===== config.mk =====
export PLATFORM = sky130hd
export DESIGN_NAME = int_alu
export DESIGN_NICKNAME = d
export VERILOG_FILES = /design/src/rtl/alu_pkg.sv /design/src/rtl/alu_arith.sv /design/src/rtl/alu_shift.sv /design/src/rtl/alu_mul.sv /design/src/rtl/int_alu.sv
export SDC_FILE = /design/constraint.sdc
export NUM_CORES = 2
export LEC_CHECK = 0
export BUFFER_PORTS_ARGS = -buffer_cell sky130_fd_sc_hd__clkbuf_2
export CAP_MARGIN = 0
export CORE_MARGIN = 5
export CORE_UTILIZATION = 55
export DETAILED_ROUTE_END_ITERATION = 10
export MAX_ROUTING_LAYER = met4
export PLACE_DENSITY_LB_ADDON = 0.3
export SETUP_SLACK_MARGIN = 0.02
export SLEW_MARGIN = 0
export SYNTH_ARGS = -nofsm -noshare
export SYNTH_HDL_FRONTEND = slang
export SYNTH_SLANG_ARGS = --single-unit
export TNS_END_PERCENT = 5

===== constraint.sdc =====
create_clock -name clk -period 29.6 [get_ports clk]
set_input_delay 4.44 -clock clk [delete_from_list [all_inputs] [get_ports clk]]
set_output_delay 4.44 -clock clk [all_outputs]
set_load 0.05 [all_outputs]

===== src/rtl/alu_pkg.sv =====
package alu_pkg;
    typedef enum logic [3:0] {
        OP_ADD   = 4'd0,
        OP_SUB   = 4'd1,
        OP_AND   = 4'd2,
        OP_OR    = 4'd3,
        OP_XOR   = 4'd4,
        OP_SHL   = 4'd5,
        OP_SHR   = 4'd6,
        OP_SAR   = 4'd7,
        OP_BREV  = 4'd8,
        OP_MULLO = 4'd9,
        OP_MULUH = 4'd10,
        OP_MULSH = 4'd11
    } alu_op_e;

    typedef enum logic {
        ST_IDLE = 1'b0,
        ST_MUL  = 1'b1
    } alu_state_e;

    localparam int FLAG_Z = 0;
    localparam int FLAG_C = 1;
    localparam int FLAG_N = 2;
    localparam int FLAG_V = 3;
    localparam int NFLAGS = 4;
endpackage


===== src/rtl/alu_arith.sv =====
module alu_arith
    import alu_pkg::*;
#(
    parameter int W = 32
) (
    input  alu_op_e      op,
    input  logic [W-1:0] a,
    input  logic [W-1:0] b,
    output logic [W-1:0] res,
    output logic         cy,
    output logic         ov
);
    logic [W:0]   sum_x;
    logic [W:0]   dif_x;
    logic [W-1:0] rev;

    assign sum_x = {1'b0, a} + {1'b0, b};
    assign dif_x = {1'b0, a} - {1'b0, b};

    for (genvar i = 0; i < W; i++) begin : g_rev
        assign rev[i] = a[W-1-i];
    end

    always_comb begin
        res = '0;
        cy  = 1'b0;
        ov  = 1'b0;
        unique case (op)
            OP_ADD: begin
                res = sum_x[W-1:0];
                cy  = sum_x[W];
                ov  = (a[W-1] == b[W-1]) && (sum_x[W-1] != a[W-1]);
            end
            OP_SUB: begin
                res = dif_x[W-1:0];
                cy  = dif_x[W];
                ov  = (a[W-1] != b[W-1]) && (dif_x[W-1] != a[W-1]);
            end
            OP_AND:  res = a & b;
            OP_OR:   res = a | b;
            OP_XOR:  res = a ^ b;
            OP_BREV: res = rev;
            default: res = '0;
        endcase
    end
endmodule


===== src/rtl/alu_shift.sv =====
module alu_shift
    import alu_pkg::*;
#(
    parameter int W  = 32,
    parameter int CW = $clog2(W) + 1
) (
    input  alu_op_e       op,
    input  logic [W-1:0]  a,
    input  logic [CW-1:0] cnt,
    output logic [W-1:0]  res,
    output logic          cy
);
    logic [W:0] left_x;
    logic [W:0] right_x;
    logic [W:0] arith_x;

    // One guard bit catches the last bit leaving the word.
    assign left_x  = {1'b0, a} << cnt;
    assign right_x = {a, 1'b0} >> cnt;
    assign arith_x = $signed({a, 1'b0}) >>> cnt;

    always_comb begin
        res = '0;
        cy  = 1'b0;
        unique case (op)
            OP_SHL: {cy, res} = left_x;
            OP_SHR: {res, cy} = right_x;
            OP_SAR: {res, cy} = arith_x;
            default: begin
                res = '0;
                cy  = 1'b0;
            end
        endcase
    end
endmodule


===== src/rtl/alu_mul.sv =====
module alu_mul
    import alu_pkg::*;
#(
    parameter int W = 32
) (
    input  logic         clk,
    input  logic         rst_n,
    input  logic         load,
    input  alu_op_e      op,
    input  logic [W-1:0] a,
    input  logic [W-1:0] b,
    output logic [W-1:0] res
);
    localparam int PW = 2 * W;

    logic [PW-1:0] ea_q, eb_q, prod;
    logic          hi_q;

    always_ff @(posedge clk or negedge rst_n) begin
        if (!rst_n) begin
            ea_q <= '0;
            eb_q <= '0;
            hi_q <= 1'b0;
        end else if (load) begin
            ea_q <= (op == OP_MULSH) ? {{W{a[W-1]}}, a} : {{W{1'b0}}, a};
            eb_q <= (op == OP_MULSH) ? {{W{b[W-1]}}, b} : {{W{1'b0}}, b};
            hi_q <= (op != OP_MULLO);
        end
    end

    assign prod = ea_q * eb_q;
    assign res  = hi_q ? prod[PW-1:W] : prod[W-1:0];
endmodule


===== src/rtl/int_alu.sv =====
module int_alu
    import alu_pkg::*;
#(
    parameter int W = 32
) (
    input  logic              clk,
    input  logic              rst_n,
    input  logic              clr_i,
    input  logic              in_valid_i,
    input  logic [3:0]        op_i,
    input  logic [W-1:0]      opa_i,
    input  logic [W-1:0]      opb_i,
    output logic [W-1:0]      result_o,
    output logic              res_valid_o,
    output logic              busy_o,
    output logic [NFLAGS-1:0] flags_o,
    output logic              flags_we_o
);
    localparam int CW = $clog2(W) + 1;

    alu_state_e state_q, state_n;
    alu_op_e    op;
    logic       op_ok, is_mul, is_shift, accept;
    logic [W-1:0] ar_res, sh_res, mu_res, one_res;
    logic         ar_cy, ar_ov, sh_cy, one_cy, one_ov, one_we;

    assign op       = alu_op_e'(op_i);
    assign op_ok    = (op_i <= 4'(OP_MULSH));
    assign is_mul   = (op == OP_MULLO) || (op == OP_MULUH) || (op == OP_MULSH);
    assign is_shift = (op == OP_SHL) || (op == OP_SHR) || (op == OP_SAR);
    assign accept   = in_valid_i && !clr_i && op_ok && (state_q == ST_IDLE);

    alu_arith #(.W(W)) arith_i (
        .op(op), .a(opa_i), .b(opb_i), .res(ar_res), .cy(ar_cy), .ov(ar_ov)
    );

    alu_shift #(.W(W), .CW(CW)) shift_i (
        .op(op), .a(opa_i), .cnt(opb_i[CW-1:0]), .res(sh_res), .cy(sh_cy)
    );

    alu_mul #(.W(W)) mul_i (
        .clk(clk), .rst_n(rst_n), .load(accept && is_mul), .op(op),
        .a(opa_i), .b(opb_i), .res(mu_res)
    );

    assign one_res = is_shift ? sh_res : ar_res;
    assign one_cy  = is_shift ? sh_cy  : ar_cy;
    assign one_ov  = is_shift ? 1'b0   : ar_ov;
    assign one_we  = (op != OP_BREV);

    // Next-state logic
    always_comb begin
        state_n = state_q;
        unique case (state_q)
            ST_IDLE: if (accept && is_mul) state_n = ST_MUL;
            ST_MUL:  state_n = ST_IDLE;
            default: state_n = ST_IDLE;
        endcase
        if (clr_i) state_n = ST_IDLE;
    end

    // State register
    always_ff @(posedge clk or negedge rst_n) begin
        if (!rst_n) state_q <= ST_IDLE;
        else        state_q <= state_n;
    end

    // Output registers
    always_ff @(posedge clk or negedge rst_n) begin
        if (!rst_n) begin
            result_o    <= '0;
            res_valid_o <= 1'b0;
            flags_o     <= '0;
            flags_we_o  <= 1'b0;
        end else if (clr_i) begin
            res_valid_o <= 1'b0;
            flags_we_o  <= 1'b0;
        end else begin
            unique case (state_q)
                ST_IDLE: begin
                    res_valid_o <= 1'b0;
                    flags_we_o  <= 1'b0;
                    if (accept && !is_mul) begin
                        result_o    <= one_res;
                        res_valid_o <= 1'b1;
                        flags_we_o  <= one_we;
                        if (one_we)
                            flags_o <= {one_ov, one_res[W-1], one_cy, (one_res == '0)};
                    end
                end
                ST_MUL: begin
                    result_o    <= mu_res;
                    res_valid_o <= 1'b1;
                    flags_we_o  <= 1'b1;
                    flags_o     <= {1'b0, mu_res[W-1], 1'b0, (mu_res == '0)};
                end
                default: begin
                    res_valid_o <= 1'b0;
                    flags_we_o  <= 1'b0;
                end
            endcase
        end
    end

    assign busy_o = (state_q == ST_MUL);

    assert_single_latency_R7: assert property (@(posedge clk) disable iff (!rst_n)
        (accept && !is_mul) |=> (res_valid_o && !busy_o));
    assert_mul_start_R8: assert property (@(posedge clk) disable iff (!rst_n)
        (accept && is_mul) |=> (busy_o && !res_valid_o));
    assert_mul_finish_R8: assert property (@(posedge clk) disable iff (!rst_n)
        (busy_o && !clr_i) |=> (res_valid_o && !busy_o));
    assert_busy_one_cycle_R9: assert property (@(posedge clk) disable iff (!rst_n)
        busy_o |=> !busy_o);
    assert_clear_drops_R10: assert property (@(posedge clk) disable iff (!rst_n)
        clr_i |=> (!res_valid_o && !busy_o));
    assert_brev_keeps_flags_R6: assert property (@(posedge clk) disable iff (!rst_n)
        (accept && op == OP_BREV) |=> (!flags_we_o && $stable(flags_o)));
    assert_unused_code_R11: assert property (@(posedge clk) disable iff (!rst_n)
        (in_valid_i && !op_ok && !busy_o) |=> !res_valid_o);
    assert_we_with_valid_R3: assert property (@(posedge clk) disable iff (!rst_n)
        flags_we_o |-> res_valid_o);
endmodule


* After elaboration in Yosys (flattened, before gate mapping)
Cells that the tools add are included.
** Word-level totals
- Register bits after elaboration :: 168
- Input bits :: 72
- Output and inout bits :: 39
- Word-level logic and storage cells :: 82
** Cells by class
- $add $sub $neg :: 2
- Multiply operators :: 1
- $lt $le $gt $ge :: 1
- Eq/ne operators :: 19
- Shift-type cells :: 3
- Mux-type cells :: 25
- Bitwise logic cells :: 5
- Reductions and logical operators :: 18
** Operators by type and width (count)
- $pmux W32 S6 :: 1
- $mux W64 :: 2
- $mux W32 :: 3
- $pmux W32 S3 :: 1
- $logic_not A32 Y1 :: 2
- $mul A64 B64 Y64 :: 1
- $pmux W32 S2 :: 1
- $add A32 B32 Y33 :: 1
- $shl A32 B6 Y33 :: 1
- $shr A33 B6 Y33 :: 1
- $sshr A33 B6 Y33 :: 1
- $sub A32 B32 Y33 :: 1
- $and A32 B32 Y32 :: 1
- $or A32 B32 Y32 :: 1
- $xor A32 B32 Y32 :: 1
- $eq A4 B3 Y1 const B :: 4
- $eq A4 B4 Y1 const B :: 4
- $pmux W1 S2 :: 5
- $eq A4 B2 Y1 const B :: 2
- $mux W1 :: 8
- $mux W4 :: 2
- $ne A4 B4 Y1 const B :: 2
- $pmux W4 S2 :: 1
- $logic_and A1 B1 Y1 :: 7
- other kinds (13) :: 20

* Logic depth before layout (Yosys ltp)
- Word-level depth :: 8
- Mapped depth :: 37
- Mapped depth without buffers :: 35

* By module
A second synthesis with hierarchy kept.
** Second synthesis, totals
- Cells, all modules :: 6913
- Area total of the unflattened synthesis :: 62661.3 µm²
** Modules (own cells, without submodules)
- alu_mul :: times used 1, cells each 5289, area each 50738.7 µm², sequential area each 1676.6 µm²
- alu_arith :: times used 1, cells each 824, area each 5427.7 µm², sequential area each 0.0 µm²
- alu_shift :: times used 1, cells each 558, area each 4108.9 µm², sequential area each 0.0 µm²
- int_alu :: times used 1, cells each 242, area each 2386.0 µm², sequential area each 975.9 µm²

* Least setup slack after synthesis
OpenSTA, ideal clock, no wires.
- Path kind :: register to register
- From :: register mul_i.eb_q[1]
- To :: register flags_o[0]
- Library setup time :: 0.074 ns
- Arrival time :: 9.317 ns
- Required time :: 29.526 ns
- Path slack :: 20.209 ns
- Cell stages (with the launch flop) :: 35
- Path buffers :: 2
- Period minus slack after synthesis :: 9.391 ns
- Path through :: dfrtp_1 clkbuf_1 clkbuf_1 nand2_1 fa_1 inv_1 fa_1 inv_1 fa_1 fa_1 inv_1 fa_1 inv_1 fa_1 fa_1 fa_1 inv_1 fa_1 inv_1 fa_1 inv_1 ha_1 nand4_1 or3_1 a2111oi_0 o21ai_1 a21oi_1 nor3b_1 o211ai_1 a31oi_1 xnor2_1 a2111oi_0 nand4_1 or4_1 o21ai_2
** On the way
- Cells in the longest elaborated chain, start to end :: 4
** RTL lines
- from (decl) :: line alu_mul.sv:16 : logic [PW-1:0] ea_q, eb_q, prod;
- from (signal assigned) :: line alu_mul.sv:26 : eb_q <= (op == OP_MULSH) ? {{W{b[W-1]}}, b} : {{W{1'b0}}, b};
- $mul A64 B64 Y64 :: line alu_mul.sv:31 : assign prod = ea_q * eb_q;
- $mux W32 :: line alu_mul.sv:32 : assign res = hi_q ? prod[PW-1:W] : prod[W-1:0];
- $logic_not A32 Y1 :: line int_alu.sv:95 : flags_o <= {1'b0, mu_res[W-1], 1'b0, (mu_res == '0)};
- $pmux W4 S2 :: line int_alu.sv:79 : unique case (state_q)
- to (signal assigned) :: line int_alu.sv:88 : flags_o <= {one_ov, one_res[W-1], one_cy, (one_res == '0)};
- to (signal assigned) :: line int_alu.sv:95
- to (decl) :: line int_alu.sv:16 : output logic [NFLAGS-1:0] flags_o,
No other way between the ends.
A chain may end at the register's enable or synchronous reset.

* Worst setup path after layout
- From :: register mul_i.eb_q[10]
- To :: register flags_o[0]
The elaborated chain is that of the path after synthesis.

==> impl_metrics.env <==
export IMPL_cts_sinks=106
export IMPL_cts_tree="built"
export IMPL_place_hpwl_um=189300
export IMPL_hold_depth=2
export IMPL_cts_buffer_depth=2
export IMPL_fin_skew_ns=0.02725
export IMPL_hold_start="result_o[13]"
export IMPL_synthCells=6975
export IMPL_synthAdderAreaFrac=0.5412
export IMPL_globalRouteTotalUtil=0.4117
export IMPL_synth_seq_area_share=0.04259
export IMPL_synth_top_cell_by_area="fa_1"
export IMPL_htreeDepth=3
export IMPL_synth_compound_area_frac=0.09278
export IMPL_yosysTopAreaCellShare=0.4613
export IMPL_die_area_um2=120100
export IMPL_finalCriticalPeriod_ns=12.11
export IMPL_drtPass1Iterations=8
export IMPL_synth_xor_xnor_area_share=0.01575
export IMPL_slew_viol_final=0
export IMPL_detail_route_wirelength_um=236700
export IMPL_die_width_um=346.5
export IMPL_rsz0062_at_grt="no"
export IMPL_drt_iter0_markers=4523
export IMPL_r2r_start="mul_i.eb_q[10]"
export IMPL_avgSynthCellArea_um2=8.928
export IMPL_ctsResizeCount=0
export IMPL_ys_warn_count=0
export IMPL_fmax_mhz=82.60
export IMPL_vias=50398
export IMPL_rr_endpoint="flags_o[0]"
export IMPL_fp_row_count=123
export IMPL_critPathSlowestCell="dfrtp_1"
export IMPL_cts_root_buf="clkbuf_16"
export IMPL_via_per_inst=6.049
export IMPL_synth_top_family_by_area="adder cells"
export IMPL_ys_ff_latch=106
export IMPL_synth_area_mux_share=0.03576
export IMPL_nets=8722
export IMPL_setup_worst_path_end_class="flip-flop"
export IMPL_fin_setup_tns_ns=0
export IMPL_final_common_cell="inv_1"
export IMPL_slew_headroom=0.07771
export IMPL_ios=111
export IMPL_setup_viol=0
export IMPL_hold_buffers=0
export IMPL_drtAntennaViolNets=0
export IMPL_worstMarginPinSlew_ns=1.349
export IMPL_critPathLaunchType="flip-flop"
export IMPL_grt_pass1_wl_um=354500
export IMPL_multi_input_area_um2=52070
export IMPL_grt_pass1_vias=54189
export IMPL_path_class="flip-flop to flip-flop"
export IMPL_min_period_over_period=0.4090
export IMPL_hold_violations=0
export IMPL_coreArea_um2=112500
export IMPL_final_cell_mix="inv_1, fa_1, nand2_1"
export IMPL_fillers=10245
export IMPL_synth_edf_count=0
export IMPL_regArea_um2=2654
export IMPL_wl_per_cell_um=28.41
export IMPL_drive_gt1_frac=0.05451
export IMPL_initial_core_util=0.5536
export IMPL_critical_path_max_stage_delay_ns=1.12
export IMPL_portBuffers=110
export IMPL_antenna_found_initial=6
export IMPL_reg2reg_slack_ns=17.49
export IMPL_gp_congestion=1.027
export IMPL_critPathRequiredTime_ns=29.96
export IMPL_synthSimpleGateAreaFrac=0.1494
export IMPL_drv_cap=0
export IMPL_cp_arrival_ns=12.47
export IMPL_grt_max_degree=117
export IMPL_die_height_um=346.5
export IMPL_clk_latency_ns=0.45
export IMPL_cts_setup_buffers=0
export IMPL_synthTopCellsByArea="fa_1, inv_1, ha_1"
export IMPL_syn_nets=8878
export IMPL_synth_distinct_cells=94
export IMPL_reg2reg_depth=31
export IMPL_status="complete, no violations"
export IMPL_drc=0
export IMPL_cp_common_cell="fa_1"
export IMPL_overflow=0
export IMPL_synthFlopType="dfrtp_1"
export IMPL_cts_buffers=9
export IMPL_area_growth_pct=3.492
export IMPL_async_flop_share=1.000
export IMPL_worstPathMaxFanout=34
export IMPL_worstHoldEndpoint="result_o[13]"
export IMPL_syn_area_um2=62270
export IMPL_hp_class="flip-flop to flip-flop"
export IMPL_path_clk_slew_ns=0.08
## Yosys cell counts, types with 38 or more instances
master    number
xnor2_1       78
inv_1       1618
and2_1       606
a21oi_1      210
mux4_2        66
o21ai_0      181
nand2_1      788
mux2i_1       46
nor2_1       216
fa_1        1435
nand3_1       57
ha_1         396
o211ai_1      52
clkbuf_1     349
nor3_1        58
a211oi_1      45
a21o_1        60
dfrtp_1      106
a31oi_1       38
## registers in the layout, indices dropped and copies added, names as in the netlist
register     flops
mul_i.ea_q      33
mul_i.eb_q      33
result_o        32
flags_o          4
busy_o           1
flags_we_o       1
mul_i.hi_q       1
res_valid_o      1
## worst max-delay path by stage
stage | startpoint | endpoint | slack, ns | depth (start not counted)
floorplan | mul_i.eb_q[1] | flags_o[0] | 20.21 | 34
CTS | mul_i.eb_q[10] | flags_o[0] | 18.04 | 31
global route | mul_i.eb_q[10] | flags_o[0] | 17.09 | 31
finish | mul_i.eb_q[10] | flags_o[0] | 17.49 | 31
detailed placement | mul_i.eb_q[10] | flags_o[0] | 18.11 | 31
global placement | mul_i.eb_q[10] | flags_o[0] | 17.86 | 31
## worst max-delay path: cells and delay by family (launching register included)
family / cells / cell delay, ns
flip-flops: 1 / 1.12
AO/OA/AOI/OAI: 7 / 2.60
AND/OR/NAND/NOR: 7 / 2.59
adder cells (fa/ha/maj): 11 / 5.32
buffers and inverters: 6 / 0.38
## layout make-up
cell class              instances  share of cell area
flip-flops and latches        106             0.04118
diodes                          8           0.0003106
inverters                    1625             0.09464
well taps                    1500             0.02912
multi-input cells            4851              0.8079
clock inverters                 6           0.0009707
repair buffers                226             0.02217
clock buffers                  10            0.003708
## cell families (layout without fill, tap and decap cells)
logic type                 count (synthesis)  after routing
AOI/OAI and AO/OA                        871            871
xor gates and xnor gates                 112            112
adders and majority gates               1833           1833
buffers and inverters                   2018           1867
DFF                                      106            106
muxes                                    134            134
other                                      0              8
and+or+nand+nor                         1901           1901
## routing by layer
| metal | part of all wire | vias to the layer above | global-route usage |
|---|---|---|---|
| li1 | - | 20988 | - |
| met3 | 0.097 | 691 | 0.09050 |
| met5 | 0 | - | - |
| met4 | 0.069 | 0 | 0.2131 |
| met2 | 0.46 | 2763 | 0.6336 |
| met1 | 0.38 | 25956 | 0.5150 |
## stage by stage
step	utilization	cells	setup WS [ns]	area [µm²]	hold WS, ns
floorplan	-	6975	20.21	62270	0.6183
global placement	0.5699	8307	17.86	64120	0.4548
detailed placement	0.5700	8308	18.11	64130	0.4634
CTS	0.5727	8324	18.04	64430	0.4876
global route	0.5728	8327	17.09	64440	0.5134
finish	0.5729	8332	17.49	64450	0.4820
Power is not shown: default switching activity piles up to over one toggle a cycle in this logic, so the estimate is an artifact.
